### config.mk
export PLATFORM = sky130hd
export DESIGN_NAME = txq_ctrl
export DESIGN_NICKNAME = d
export VERILOG_FILES = /design/src/rtl/txq_pkg.sv /design/src/rtl/txq_space.sv /design/src/rtl/txq_stat_stack.sv /design/src/rtl/txq_ctrl.sv
export SDC_FILE = /design/constraint.sdc
export NUM_CORES = 1
export LEC_CHECK = 0
export BUFFER_PORTS_ARGS = -buffer_cell sky130_fd_sc_hd__buf_2
export CORE_MARGIN = 3
export CORE_UTILIZATION = 59
export CTS_CLUSTER_DIAMETER = 30
export DETAILED_ROUTE_END_ITERATION = 6
export PLACE_DENSITY = 0.8
export SYNTH_ARGS = -nofsm -noshare
export SYNTH_HDL_FRONTEND = slang
export SYNTH_SLANG_ARGS = --single-unit
### constraint.sdc
create_clock -name clk -period 4.1 [get_ports clk]
set_clock_uncertainty 0.1 [all_clocks]
set_input_delay 0.82 -clock clk [delete_from_list [all_inputs] [get_ports clk]]
set_output_delay 0.82 -clock clk [all_outputs]
set_load 0.01 [all_outputs]
### src/rtl/txq_pkg.sv
package txq_pkg;
    typedef enum logic [2:0] {
        CMD_NOP       = 3'd0,
        CMD_SET_AVAIL = 3'd1,
        CMD_SET_START = 3'd2,
        CMD_TX_ENABLE = 3'd3,
        CMD_TX_OFF    = 3'd4,
        CMD_TX_RESET  = 3'd5
    } txq_cmd_e;

    localparam logic [7:0] ST_OVF  = 8'h04;
    localparam logic [7:0] ST_MCOL = 8'h08;
    localparam logic [7:0] ST_UNDR = 8'h10;
    localparam logic [7:0] ST_JAB  = 8'h20;
    localparam logic [7:0] ST_INT  = 8'h40;
    localparam logic [7:0] ST_DONE = 8'h80;
endpackage

### src/rtl/txq_space.sv
module txq_space #(
    parameter int FIFO_BYTES = 2048,
    parameter int LEN_W      = 16,
    localparam int CW        = $clog2(FIFO_BYTES + 1),
    localparam int WL_W      = LEN_W - 1
) (
    input  logic             clk,
    input  logic             rst_n,
    input  logic             clr,
    input  logic             wr_en,
    input  logic [LEN_W-1:0] wr_len,
    input  logic             take,
    output logic [CW-1:0]    free_o,
    output logic             mid_frame_o
);
    typedef struct packed {
        logic [CW-1:0]   free;
        logic [WL_W-1:0] left;
    } space_t;

    space_t st_q, st_d;
    logic   wr_ok;
    logic [LEN_W:0] padded;

    always_comb begin
        st_d   = st_q;
        wr_ok  = wr_en && (st_q.free >= CW'(4));
        padded = {1'b0, wr_len} + (LEN_W + 1)'(3);
        if (clr) begin
            st_d.free = CW'(FIFO_BYTES);
            st_d.left = '0;
        end else begin
            if (wr_ok) begin
                st_d.free = st_d.free - CW'(4);
                if (st_q.left == '0) st_d.left = padded[LEN_W:2];
                else                 st_d.left = st_q.left - WL_W'(1);
            end
            if (take) st_d.free = st_d.free + CW'(1);
        end
    end

    always_ff @(posedge clk or negedge rst_n) begin
        if (!rst_n) begin
            st_q.free <= CW'(FIFO_BYTES);
            st_q.left <= '0;
        end else begin
            st_q <= st_d;
        end
    end

    assign free_o      = st_q.free;
    assign mid_frame_o = (st_q.left != '0);

    assert_free_bounded_R2: assert property (@(posedge clk) disable iff (!rst_n)
        free_o <= CW'(FIFO_BYTES));

    assert_short_write_ignored_R2: assert property (@(posedge clk) disable iff (!rst_n)
        (wr_en && free_o < CW'(4) && !take && !clr) |=> free_o == $past(free_o));
endmodule

### src/rtl/txq_stat_stack.sv
module txq_stat_stack
    import txq_pkg::*;
#(
    parameter int DEPTH = 4,
    localparam int NW   = $clog2(DEPTH + 1)
) (
    input  logic       clk,
    input  logic       rst_n,
    input  logic       clr,
    input  logic       push,
    input  logic [7:0] push_byte,
    input  logic       pop,
    output logic [7:0] top_byte,
    output logic       nonempty
);
    typedef struct packed {
        logic [DEPTH-1:0][7:0] ent;
        logic [NW-1:0]         cnt;
    } stk_t;

    stk_t stk_q, stk_d;
    logic [NW-1:0] cnt_mid;

    always_comb begin
        stk_d   = stk_q;
        cnt_mid = stk_q.cnt;
        if (pop && stk_q.cnt != '0) cnt_mid = stk_q.cnt - NW'(1);
        stk_d.cnt = cnt_mid;
        if (push) begin
            if (cnt_mid < NW'(DEPTH)) begin
                for (int i = 0; i < DEPTH; i++) begin
                    if (NW'(i) == cnt_mid) stk_d.ent[i] = push_byte;
                end
                stk_d.cnt = cnt_mid + NW'(1);
            end else begin
                stk_d.ent[DEPTH-1] = stk_q.ent[DEPTH-1] | ST_OVF;
            end
        end
        if (clr) begin
            stk_d.cnt = '0;
            stk_d.ent = '0;
        end
    end

    always_ff @(posedge clk or negedge rst_n) begin
        if (!rst_n) begin
            stk_q.cnt <= '0;
            stk_q.ent <= '0;
        end else begin
            stk_q <= stk_d;
        end
    end

    always_comb begin
        top_byte = 8'h00;
        for (int i = 0; i < DEPTH; i++) begin
            if (stk_q.cnt != '0 && NW'(i) == stk_q.cnt - NW'(1)) top_byte = stk_q.ent[i];
        end
    end
    assign nonempty = (stk_q.cnt != '0);

    assert_depth_bound_R9: assert property (@(posedge clk) disable iff (!rst_n)
        stk_q.cnt <= NW'(DEPTH));

    assert_pop_shrinks_R9: assert property (@(posedge clk) disable iff (!rst_n)
        (pop && !push && !clr && nonempty) |=> stk_q.cnt == $past(stk_q.cnt) - NW'(1));

    assert_full_push_marks_R10: assert property (@(posedge clk) disable iff (!rst_n)
        (push && !pop && !clr && stk_q.cnt == NW'(DEPTH)) |=>
            (stk_q.cnt == NW'(DEPTH) && top_byte[2]));
endmodule

### src/rtl/txq_ctrl.sv
module txq_ctrl
    import txq_pkg::*;
#(
    parameter int FIFO_BYTES  = 2048,
    parameter int LEN_W       = 16,
    parameter int STACK_DEPTH = 4,
    localparam int CW         = $clog2(FIFO_BYTES + 1)
) (
    input  logic             clk,
    input  logic             rst_n,
    input  logic             host_wr,
    input  logic [LEN_W-1:0] host_len,
    input  logic             cmd_valid,
    input  logic [2:0]       cmd_op,
    input  logic [CW-1:0]    cmd_arg,
    input  logic             byte_take,
    input  logic             frame_done,
    input  logic             frame_maxcoll,
    input  logic             frame_jabber,
    input  logic             frame_intreq,
    input  logic             stat_pop,
    output logic [CW-1:0]    free_bytes,
    output logic             tx_avail_evt,
    output logic             tx_go,
    output logic             tx_enabled,
    output logic [7:0]       stat_byte,
    output logic             stat_pending
);
    typedef struct packed {
        logic          en;
        logic          halt;
        logic          armed;
        logic          evt;
        logic [CW-1:0] avail_thr;
        logic [CW-1:0] start_thr;
    } ctl_t;

    ctl_t     ctl_q, ctl_d;
    txq_cmd_e op;
    logic          clr, running, take, underrun, push, stop, mid_frame;
    logic [7:0]    push_byte;
    logic [CW-1:0] free_w, queued;

    txq_space #(.FIFO_BYTES(FIFO_BYTES), .LEN_W(LEN_W)) space_i (
        .clk(clk), .rst_n(rst_n), .clr(clr), .wr_en(host_wr), .wr_len(host_len),
        .take(take), .free_o(free_w), .mid_frame_o(mid_frame)
    );

    txq_stat_stack #(.DEPTH(STACK_DEPTH)) stack_i (
        .clk(clk), .rst_n(rst_n), .clr(clr), .push(push), .push_byte(push_byte),
        .pop(stat_pop), .top_byte(stat_byte), .nonempty(stat_pending)
    );

    always_comb begin
        op        = cmd_valid ? txq_cmd_e'(cmd_op) : CMD_NOP;
        clr       = (op == CMD_TX_RESET);
        running   = ctl_q.en && !ctl_q.halt;
        queued    = CW'(FIFO_BYTES) - free_w;
        take      = byte_take && running && (queued != '0);
        underrun  = byte_take && running && (queued == '0) && mid_frame;
        push_byte = 8'h00;
        if (frame_done) begin
            push_byte = ST_DONE | (frame_maxcoll ? ST_MCOL : 8'h00)
                      | (frame_jabber ? ST_JAB : 8'h00) | (frame_intreq ? ST_INT : 8'h00);
        end
        if (underrun) push_byte = push_byte | ST_DONE | ST_UNDR;
        push = frame_done || underrun;
        stop = push && ((push_byte & (ST_UNDR | ST_JAB)) != 8'h00);
    end

    always_comb begin
        ctl_d     = ctl_q;
        ctl_d.evt = ctl_q.armed && (free_w >= ctl_q.avail_thr);
        if (ctl_d.evt) ctl_d.armed = 1'b0;
        case (op)
            CMD_SET_AVAIL: begin
                ctl_d.avail_thr = cmd_arg;
                ctl_d.armed     = 1'b1;
            end
            CMD_SET_START: ctl_d.start_thr = cmd_arg;
            CMD_TX_ENABLE: if (!ctl_q.halt) ctl_d.en = 1'b1;
            CMD_TX_OFF:    ctl_d.en = 1'b0;
            CMD_TX_RESET:  ctl_d = '0;
            default: ;
        endcase
        if (stop && !clr) begin
            ctl_d.en   = 1'b0;
            ctl_d.halt = 1'b1;
        end
    end

    always_ff @(posedge clk or negedge rst_n) begin
        if (!rst_n) ctl_q <= '0;
        else        ctl_q <= ctl_d;
    end

    assign free_bytes   = free_w;
    assign tx_avail_evt = ctl_q.evt;
    assign tx_enabled   = ctl_q.en;
    assign tx_go        = running && (queued != '0) && (queued >= ctl_q.start_thr);

    assert_evt_single_R4: assert property (@(posedge clk) disable iff (!rst_n)
        tx_avail_evt |=> !tx_avail_evt);

    assert_underrun_reported_R8: assert property (@(posedge clk) disable iff (!rst_n)
        (underrun && !clr) |=> (stat_pending && !tx_enabled));

    assert_halt_blocks_enable_R11: assert property (@(posedge clk) disable iff (!rst_n)
        (ctl_q.halt && !clr) |=> !tx_enabled);

    assert_go_needs_queue_R5: assert property (@(posedge clk) disable iff (!rst_n)
        tx_go |-> (free_bytes != CW'(FIFO_BYTES)));
endmodule

==> results.json, run 1 <==
{
  "pwr_density_cell_mw_per_mm2": 640,
  "netlist_instances": 661,
  "wirelength_met1_microns": 6110,
  "seq_area_frac_synth_pct": 34.9,
  "clock_path_buffers": 2,
  "portBuffers": 62,
  "fin_cells": 834,
  "path_clk_slew_ns": 0.09,
  "r2r-end": "space_i.free_o[11]",
  "drt-pass1-iter-count": 6,
  "syn_avg_cell_area_sq_um": 8.59,
  "nets": 781,
  "clock_sinks": 79,
  "ant_nets": 0,
  "yosysTopAreaCell": "dfrtp_1",
  "min_from": "stack_i.stk_q[26]",
  "placedCellCount": 818,
  "crit_type": "reg -> out",
  "vias": 4910,
  "routedWlPerCell_microns": 15.7,
  "r2r_slack_ns": 0.93,
  "setup_tns_ns": 0,
  "synth_area_sq_mm": 0.00568,
  "synth-seq-cells": 79,
  "die_area_sq_mm": 0.0108,
  "slew_violations": 0,
  "core_region_area_sq_mm": 0.00928,
  "finalPower_mw": 3.97,
  "maxCapViolations": 0,
  "hpwl_microns": 9840,
  "route.detailed.drc": 0,
  "hold_viol_final": 0,
  "min_to": "stack_i.stk_q[26]",
  "ff_latch_area_sq_mm": 0.00198,
  "hold_buffers": 0,
  "vdd.ir_drop.worst_uv": 327,
  "crit_required_ns": 3.18,
  "yosysWarnings": 0,
  "synth_ff_type": "dfrtp_1",
  "synth_top_area_share_pct": 34.4,
  "wirelength_microns": 13100,
  "rows": 35,
  "n_antenna_cell": 0,
  "grt_overflow": 0,
  "synthTopCellsByCount": "nand2_1 (88), dfrtp_1 (78), o21ai_0 (51)",
  "initial_utilization_pct": 61.1,
  "fin_crit_sh_pct": 97.5,
  "die_w_microns": 104,
  "track_usage_pct": 25.3,
  "synth.distinct_cells": 74,
  "wl_met3_microns": 727,
  "hold-path-cell-count": 2,
  "cts-root-buf": "clkbuf_8",
  "drtIter0Drc": 345,
  "die_h_microns": 104,
  "cts_tree": "built",
  "reg2reg_depth": 9,
  "fill_cells": 756,
  "worstPathArrival_ns": 3.08,
  "io_pins": 65,
  "synth.most_common_cell": "nand2_1",
  "multi_input_area_sq_mm": 0.00331,
  "end_kind": "output port",
  "worst_pin_slew_ns": 0.997,
  "numCtsBuffers": 9,
  "p_leak_nw": 2.82,
  "fmax_ghz": 0.250,
  "wl_met2_microns": 6120,
  "setup_viol": 0,
  "antenna_found_initial": 0,
  "async_reset_ff_share_pct": 100,
  "grt_max_degree": 80,
  "worstHoldPathType": "reg -> reg",
  "clk_latency_ns": 0.35,
  "area_growth_pct": 9.41,
  "top_layer": "met4",
  "first_global_vias": 4803,
  "synth-edff-count": 0,
  "netlist_top_cells_area": "dfrtp_1 (34%), ha_1 (8.8%), nand2_1 (5.8%)",
  "routabilityCongestion": 0.896,
  "outcome": "finished clean",
  "start_kind": "flip-flop",
  "rsz0062_at_grt": "no",
  "grt_pass1_wl_microns": 22800,
  "crit_fanout": 8,
  "drive_above_1_share_pct": 18.0,
  "cts_max_level": 3,
  "max_slew_margin_pct": 33.6,
  "worstReg2RegStart": "space_i.free_o[3]",
  "fin_crit_ns": 4.00,
  "vias_per_cell": 5.89
}
[how the worst max path moves through the flow]
stage / from / end / slack [ns] / cells past startpoint
after floorplan: space_i.free_o[5] / tx_go / 0.53 / 9
after global placement: space_i.free_o[8] / tx_go / 0.47 / 8
after detailed placement: space_i.free_o[8] / tx_go / 0.38 / 8
after CTS: space_i.free_o[8] / tx_go / 0.08 / 8
after global routing: space_i.free_o[3] / tx_go / 0.0008 / 8
final: space_i.free_o[8] / tx_go / 0.10 / 8
[power breakdown]
group / internal, mW / total (mW) / switching, mW
Sequential: 1.01 / 1.27 / 0.259
Clock: 0.319 / 0.625 / 0.305
Combinational: 0.901 / 2.08 / 1.17
[worst max-delay path: stages, from the launching register on]
cell and delay [ns]:
dfrtp_1 0.48, or4_4 0.50, or4_1 0.51, xor2_1 0.16
ha_1 0.31, a2111o_1 0.37, a31oi_1 0.17, nor3_1 0.08
buf_2 0.16
[sequential cells by signal (all words and copies together), names as in the netlist]
| signal | cells |
|---|---|
| tx_enabled | 1 |
| stack_i.stk_q | 24 |
| ctl_q | 26 |
| space_i.st_q | 15 |
| space_i.free_o | 12 |
| tx_avail_evt | 1 |
[routing by layer]
metal	up-vias	track usage, %
met5	-	0
met4	0	7.79
met3	18	4.41
met2	141	39.6
met1	2353	36.0
li1	2398	-
[through the flow]
step,instance area (sq um),util [%],worst slack [ns],hold slack [ns]
2_1_floorplan,5680,-,0.531,0.346
3_3_place_gp,5990,64.5,0.467,0.361
3_5_place_dp,5990,64.5,0.380,0.372
4_1_cts,6200,66.8,0.0842,0.392
5_1_grt,6210,66.9,0.000751,0.422
6_report,6210,66.9,0.102,0.391
[cell type report]
type,instances,area share [%]
inverters,39,2.36
clock buffers,11,2.44
repair buffers,74,6.49
multi-input cells,497,53.2
clock inverters,5,1.03
flip-flops and latches,79,31.9
well taps,129,2.60
[cells in the final DEF, fill, tap and decap left out, types with 5 or more instances in the layout]
| master | netlist | final |
|---|---|---|
| clkbuf_8 | 2 | 11 |
| xor2_1 | 11 | 11 |
| ha_1 | 40 | 40 |
| nand4_1 | 8 | 8 |
| nand3_1 | 15 | 15 |
| mux2i_1 | 5 | 5 |
| buf_2 | 4 | 61 |
| a22o_1 | 10 | 10 |
| a22oi_1 | 5 | 5 |
| buf_4 | 16 | 13 |
| or3_1 | 6 | 6 |
| a211oi_1 | 5 | 5 |
| nor2b_1 | 6 | 6 |
| dfrtp_1 | 78 | 78 |
| xnor2_1 | 26 | 26 |
| o31ai_1 | 13 | 13 |
| nand2b_1 | 5 | 5 |
| mux2_2 | 5 | 5 |
| nor3_1 | 23 | 22 |
| a21o_1 | 7 | 7 |
| inv_1 | 39 | 39 |
| o211ai_1 | 5 | 5 |
| o21ai_0 | 51 | 51 |
| a21oi_1 | 33 | 33 |
| nor2_1 | 48 | 47 |
| nand2_1 | 88 | 88 |
| nor4_1 | 6 | 6 |
[logic make-up after synthesis]
kind of cell               share of synthesized area (%)
other                                             0.0661
buffers and inverters                               7.45
AOI/OAI and AO/OA                                   18.6
adders and majority gates                           8.82
muxes                                               2.14
DFF                                                 34.9
and+or+nand+nor                                     22.4
xor gates and xnor gates                            5.71
[what timing repair did]
item,4_1_cts,5_1_grt
gates resized for setup,1,1
setup endpoints to repair,1,1
buffers inserted,0,0
(Power assumes the default switching activity.)
==> run 2, diff against run 1 <==
--- a/config.mk
+++ b/config.mk
@@ -10,7 +10,9 @@
 export CORE_UTILIZATION = 59
 export CTS_CLUSTER_DIAMETER = 30
 export DETAILED_ROUTE_END_ITERATION = 6
+export GPL_ROUTABILITY_DRIVEN = 1
 export PLACE_DENSITY = 0.8
 export SYNTH_ARGS = -nofsm -noshare
 export SYNTH_HDL_FRONTEND = slang
+export SYNTH_HIERARCHICAL = 1
 export SYNTH_SLANG_ARGS = --single-unit
==> run 2 against run 1 <==
Total power rose by 4.5%. Largest cell class unchanged. Highest routed layer unchanged. Count of clock-buffer cells in the layout shrank 2. Hold slack got worse by 0.086 ns. Final cell count rose by 11%. Utilization is 1.1 points higher. Sequential share of layout area about the same.
==> results.json, run 2 <==
{
  "setup_viol": 0,
  "cts-root-buf": "clkbuf_8",
  "path_clk_slew_ns": 0.09,
  "drt-pass1-iter-count": 5,
  "crit_type": "reg -> out",
  "die_h_microns": 110,
  "setup_ws_ns": 0.132,
  "worstHoldPathType": "in -> async",
  "fill_cells": 836,
  "first_global_vias": 5333,
  "cts_tree": "built",
  "setup_tns_ns": 0,
  "initial_utilization_pct": 61.0,
  "netlist_top_cells_area": "dfrtp_1 (35%), ha_1 (6.9%), mux2i_1 (5.7%)",
  "io_pins": 65,
  "die_w_microns": 110,
  "route.detailed.drc": 0,
  "drtIter0Drc": 437,
  "clock_path_buffers": 2,
  "async_reset_ff_share_pct": 100,
  "r2r_slack_ns": 0.45,
  "drive_above_1_share_pct": 17.7,
  "netlist_instances": 714,
  "crit_required_ns": 3.18,
  "ant_nets": 0,
  "maxCapViolations": 0,
  "p_leak_nw": 3.25,
  "rows": 37,
  "vias_per_cell": 6.05,
  "synth-seq-cells": 90,
  "final_common_cell": "nand2_1",
  "n_antenna_cell": 0,
  "hold_viol_final": 0,
  "end_kind": "output port",
  "track_usage_pct": 26.4,
  "max_slew_margin_pct": 51.7,
  "worst_pin_slew_ns": 0.723,
  "fmax_ghz": 0.252,
  "grt_max_degree": 52,
  "synth_top_area_share_pct": 35.0,
  "synth_area_sq_mm": 0.00636,
  "setup.worst_path.start": "space_i/free_o[3]",
  "vias": 5575,
  "start_kind": "flip-flop",
  "largest_registers": "stack_i/stk_q x35, ctl_q x26, space_i/st_q x15",
  "hpwl_microns": 11200,
  "grt_pass1_wl_microns": 25300,
  "worstReg2RegStart": "space_i/free_o[0]",
  "pwr_density_cell_mw_per_mm2": 586,
  "yosysWarnings": 6,
  "numCtsBuffers": 9,
  "pre_cts_slack_ns": 0.264,
  "postLayoutCoreUtil_pct": 68.0,
  "routedWlPerCell_microns": 17.1,
  "cts_max_level": 3,
  "die_area_sq_mm": 0.0121,
  "core_region_area_sq_mm": 0.0104,
  "finalPower_mw": 4.15,
  "nets": 857,
  "hold_buffers": 0,
  "crit_fanout": 2,
  "synth.most_common_cell": "nand2_1",
  "clk_latency_ns": 0.37,
  "fin_crit_sh_pct": 96.8,
  "fin_cells": 922,
  "regMostFlops": "stack_i/stk_q",
  "seq_area_frac_synth_pct": 35.4,
  "slew_violations": 0,
  "area_growth_pct": 11.3,
  "synth_ff_type": "dfrtp_1",
  "synth.distinct_cells": 77,
  "clock_sinks": 90,
  "reg2reg_depth": 13,
  "largest_reg_flops": 35,
  "r2r-end": "stack_i/stk_q[30]",
  "fin_crit_ns": 3.97,
  "vdd.ir_drop.worst_uv": 424,
  "portBuffers": 64,
  "antenna_found_initial": 0,
  "grt_overflow": 0,
  "placedCellCount": 902,
  "wirelength_microns": 15700,
  "worstPathArrival_ns": 3.05,
  "yosysTopAreaCell": "dfrtp_1",
  "outcome": "finished clean",
  "synthTopCellsByCount": "nand2_1 (92), dfrtp_1 (89), a21oi_1 (46)",
  "routabilityCongestion": 0.898,
  "final_cell_mix": "nand2_1 (92), dfrtp_1 (89), buf_2 (63), a21oi_1 (46), inv_1 (42)",
  "syn_avg_cell_area_sq_um": 8.90,
  "synth-edff-count": 0
}
run 2: worst max-delay path by stage:
stage | slack (ns) | to
5_1_grt | -0.005 | tx_go
3_3_place_gp | 0.39 | tx_go
3_5_place_dp | 0.26 | tx_go
2_1_floorplan | 0.37 | tx_go
6_report | 0.13 | tx_go
4_1_cts | 0.004 | tx_go
run 2: power breakdown:
part,internal (mW),switching (mW)
sequential,1.14,0.243
combinational,0.900,1.25
clock,0.281,0.333
run 2: area by class of cell:
class                           instances  area, sq um  area share [%]
Multi-Input combinational cell        550         3790            53.5
Sequential cell                        90         2250            31.8
Timing Repair Buffer                   88          515            7.28
Tap cell                              136          170            2.40
Inverter                               42          158            2.23
Clock buffer                            9          124            1.75
Clock inverter                          7         70.1           0.990
run 2: critical path, cell delays in order (launching register included):
cell,delay [ns]
dfrtp_1,0.41
nor4_4,0.32
nand2_1,0.12
or4b_4,0.50
xnor2_2,0.16
ha_1,0.33
a211oi_2,0.23
nand2_1,0.10
a211oi_2,0.24
nor4_2,0.09
buf_2,0.16
run 2: repair_timing:
action / CTS / global route
pin swaps: 3 / 3
hold endpoints to repair: 0 / 0
endpoints found under the setup margin: 1 / 1
gates resized for setup: 3 / 2
buffers inserted: 3 / 1
run 2: per-layer routing:
layer  part of all wire (%)  wire length (microns)  GRT usage, %
met5                      0                      0             0
met4                    2.0                    308          8.99
met3                    6.3                    986          4.23
met2                     47                   7380          42.4
met1                     45                   7070          36.4
run 2: through the flow:
stage / cell area [sq um] / hold WS [ns]
3_5_place_dp: 6830 / 0.375
4_1_cts: 7060 / 0.308
2_1_floorplan: 6380 / 0.350
6_report: 7080 / 0.305
3_3_place_gp: 6830 / 0.363
5_1_grt: 7080 / 0.331
run 2: kinds of logic after synthesis:
family	share of synthesized area, %
compound gates	16.4
xor+xnor	4.94
fa+ha+maj	6.89
buf+inv	5.83
flops	35.4
mux	6.08
other cells	0.0590
simple gates	24.3
==> run 3, diff against run 2 <==
--- a/config.mk
+++ b/config.mk
@@ -11,7 +11,7 @@
 export CTS_CLUSTER_DIAMETER = 30
 export DETAILED_ROUTE_END_ITERATION = 6
 export GPL_ROUTABILITY_DRIVEN = 1
-export PLACE_DENSITY = 0.8
+export PLACE_DENSITY = 0.78
 export SYNTH_ARGS = -nofsm -noshare
 export SYNTH_HDL_FRONTEND = slang
 export SYNTH_HIERARCHICAL = 1
==> run 3 against run 2 <==
Register-to-register slack worse by 0.07 ns. Critical path type unchanged. Die area did not move. Routed wire length down 2.2%. Critical endpoint unchanged. Sequential share of layout area about the same. Highest routed layer unchanged. Design area hardly changed. Combinational power barely moved.
==> results.json, run 3 (synthesized netlist as in run 2, its figures left out) <==
{
  "io_pins": 65,
  "route.detailed.drc": 0,
  "die_area_sq_mm": 0.0121,
  "regMostFlops": "stack_i/stk_q",
  "r2r_slack_ns": 0.38,
  "clk_latency_ns": 0.36,
  "setup.worst_path.start": "space_i/free_o[0]",
  "rsz0062_at_grt": "no",
  "setup_ws_ns": 0.120,
  "reg2reg_depth": 11,
  "vdd.ir_drop.worst_uv": 364,
  "nets": 857,
  "cts_max_level": 3,
  "ant_nets": 0,
  "area_growth_pct": 11.3,
  "path_depth": 12,
  "drt-pass1-iter-count": 5,
  "setup_viol": 0,
  "die_w_microns": 110,
  "fmax_ghz": 0.251,
  "p_leak_nw": 3.25,
  "finalPower_mw": 4.16,
  "crit_slowest_cell": "dfrtp_1",
  "grt_overflow": 0,
  "largest_reg_flops": 35,
  "drtIter0Drc": 453,
  "largest_registers": "stack_i/stk_q x35, ctl_q x26, space_i/st_q x15",
  "placed_area_sq_mm": 0.00682,
  "clock_path_buffers": 2,
  "worstHoldPathType": "reg -> reg",
  "worstReg2RegStart": "space_i/free_o[0]",
  "fin_crit_ns": 3.98,
  "path_cells": "inv_1 -> ha_1 -> nor2b_1 -> nand2_1 -> nor4_2 -> xnor2_1 -> ha_1 -> a211oi_2 -> nand2_1 -> a211oi_2 -> nor4_2 -> buf_2",
  "timing.critical_path.to": "tx_go",
  "hpwl_microns": 11000,
  "worstPathArrival_ns": 3.06,
  "setup_tns_ns": 0,
  "drive_above_1_share_pct": 17.6,
  "use_met2_pct": 40.8,
  "cts_tree": "built",
  "r2r-end": "stack_i/stk_q[25]",
  "grt_pass1_wl_microns": 24700,
  "die_h_microns": 110,
  "crit_fanout": 8,
  "routabilityCongestion": 0.852,
  "first_global_vias": 5198,
  "busiest_layer": "met2",
  "crit_type": "reg -> out",
  "antenna_found_initial": 0,
  "max_stage_delay_ns": 0.50,
  "gr-usage-met1_pct": 36.9,
  "maxCapViolations": 0,
  "crit_required_ns": 3.18,
  "path_buf_inv": 2,
  "grt_max_degree": 77,
  "fin_crit_sh_pct": 97.1,
  "vias_per_cell": 6.02,
  "cts-root-buf": "clkbuf_8",
  "path_clk_slew_ns": 0.09,
  "whs_ns": 0.388,
  "outcome": "finished clean",
  "pre_cts_slack_ns": 0.268,
  "clock_sinks": 90,
  "core_region_area_sq_mm": 0.0104,
  "portBuffers": 64,
  "routedWlPerCell_microns": 16.7,
  "worst_pin_slew_ns": 0.962,
  "slew_violations": 0,
  "vias": 5552,
  "critPathTopFamily": "simple AND/OR/NAND/NOR gates",
  "initial_utilization_pct": 61.0,
  "final_cell_mix": "nand2_1 (92), dfrtp_1 (89), buf_2 (63), a21oi_1 (46), inv_1 (42)",
  "met3_usage_pct": 3.23,
  "pwr_density_cell_mw_per_mm2": 588,
  "final_common_cell": "nand2_1",
  "start_kind": "flip-flop",
  "hold_viol_final": 0,
  "n_antenna_cell": 0,
  "track_usage_pct": 25.8,
  "rows": 37,
  "wirelength_microns": 15400,
  "end_kind": "output port",
  "numCtsBuffers": 9,
  "max_slew_margin_pct": 35.9,
  "final_area_sq_mm": 0.00707
}
-- run 3: cell count changes in the layout (fill, tap and decap cells not counted), sizes merged --
cell      delta
clkinvlp     +1
clkbuf       +2
inv          +1
clkinv       -4
-- run 3: through the flow --
step                      cells  utilization [%]
after detailed placement    903             65.5
final                       922             67.9
after global placement      903             65.5
after global routing        922             67.9
after floorplan             719                -
after CTS                   922             67.7
-- run 3: tightest hold or removal path: cells and delay by family, from the launching register on --
kind | cells | cell delay [ns]
flops | 1 | 0.35
compound gates | 1 | 0.06
simple gates | 1 | 0.05
-- run 3: final cells by class --
type                       instances  area (sq um)
tap                              136           170
sequential                        90          2250
timing repair buffer              88           503
multi-input combinational        550          3790
inverter                          42           158
clock inverter                     5          62.6
clock buffer                      11           141
fill                             849          3340
-- run 3: what timing repair did --
item                                    4_1_cts  5_1_grt
endpoints found under the setup margin        1        1
resized for setup                             1        4
hold buffers                                  0        0
pin swaps                                     3        4
setup buffers                                 3        0
-- run 3: worst min path at each step --
| stage | cells past startpoint | start | end |
|---|---|---|---|
| after floorplan | 2 | ctl_q[13] | ctl_q[13] |
| after global placement | 2 | ctl_q[15] | ctl_q[15] |
| after detailed placement | 2 | ctl_q[16] | ctl_q[16] |
| after CTS | 2 | ctl_q[23] | ctl_q[23] |
| after global routing | 2 | ctl_q[16] | ctl_q[16] |
| final | 2 | ctl_q[23] | ctl_q[23] |
-- run 3: report_power, final --
part	switching (mW)	internal (mW)	total, mW	leakage, nW
sequential	0.260	1.14	1.40	1.18
clock	0.330	0.302	0.632	0.0962
combinational	1.24	0.895	2.13	1.97
-- run 3: per-layer routing --
metal  vias to the layer above  routed length, microns
met5                         -                       0
met3                        27                     911
met1                      2678                    7060
met2                       198                    7140
met4                         0                     285
li1                       2649                       -
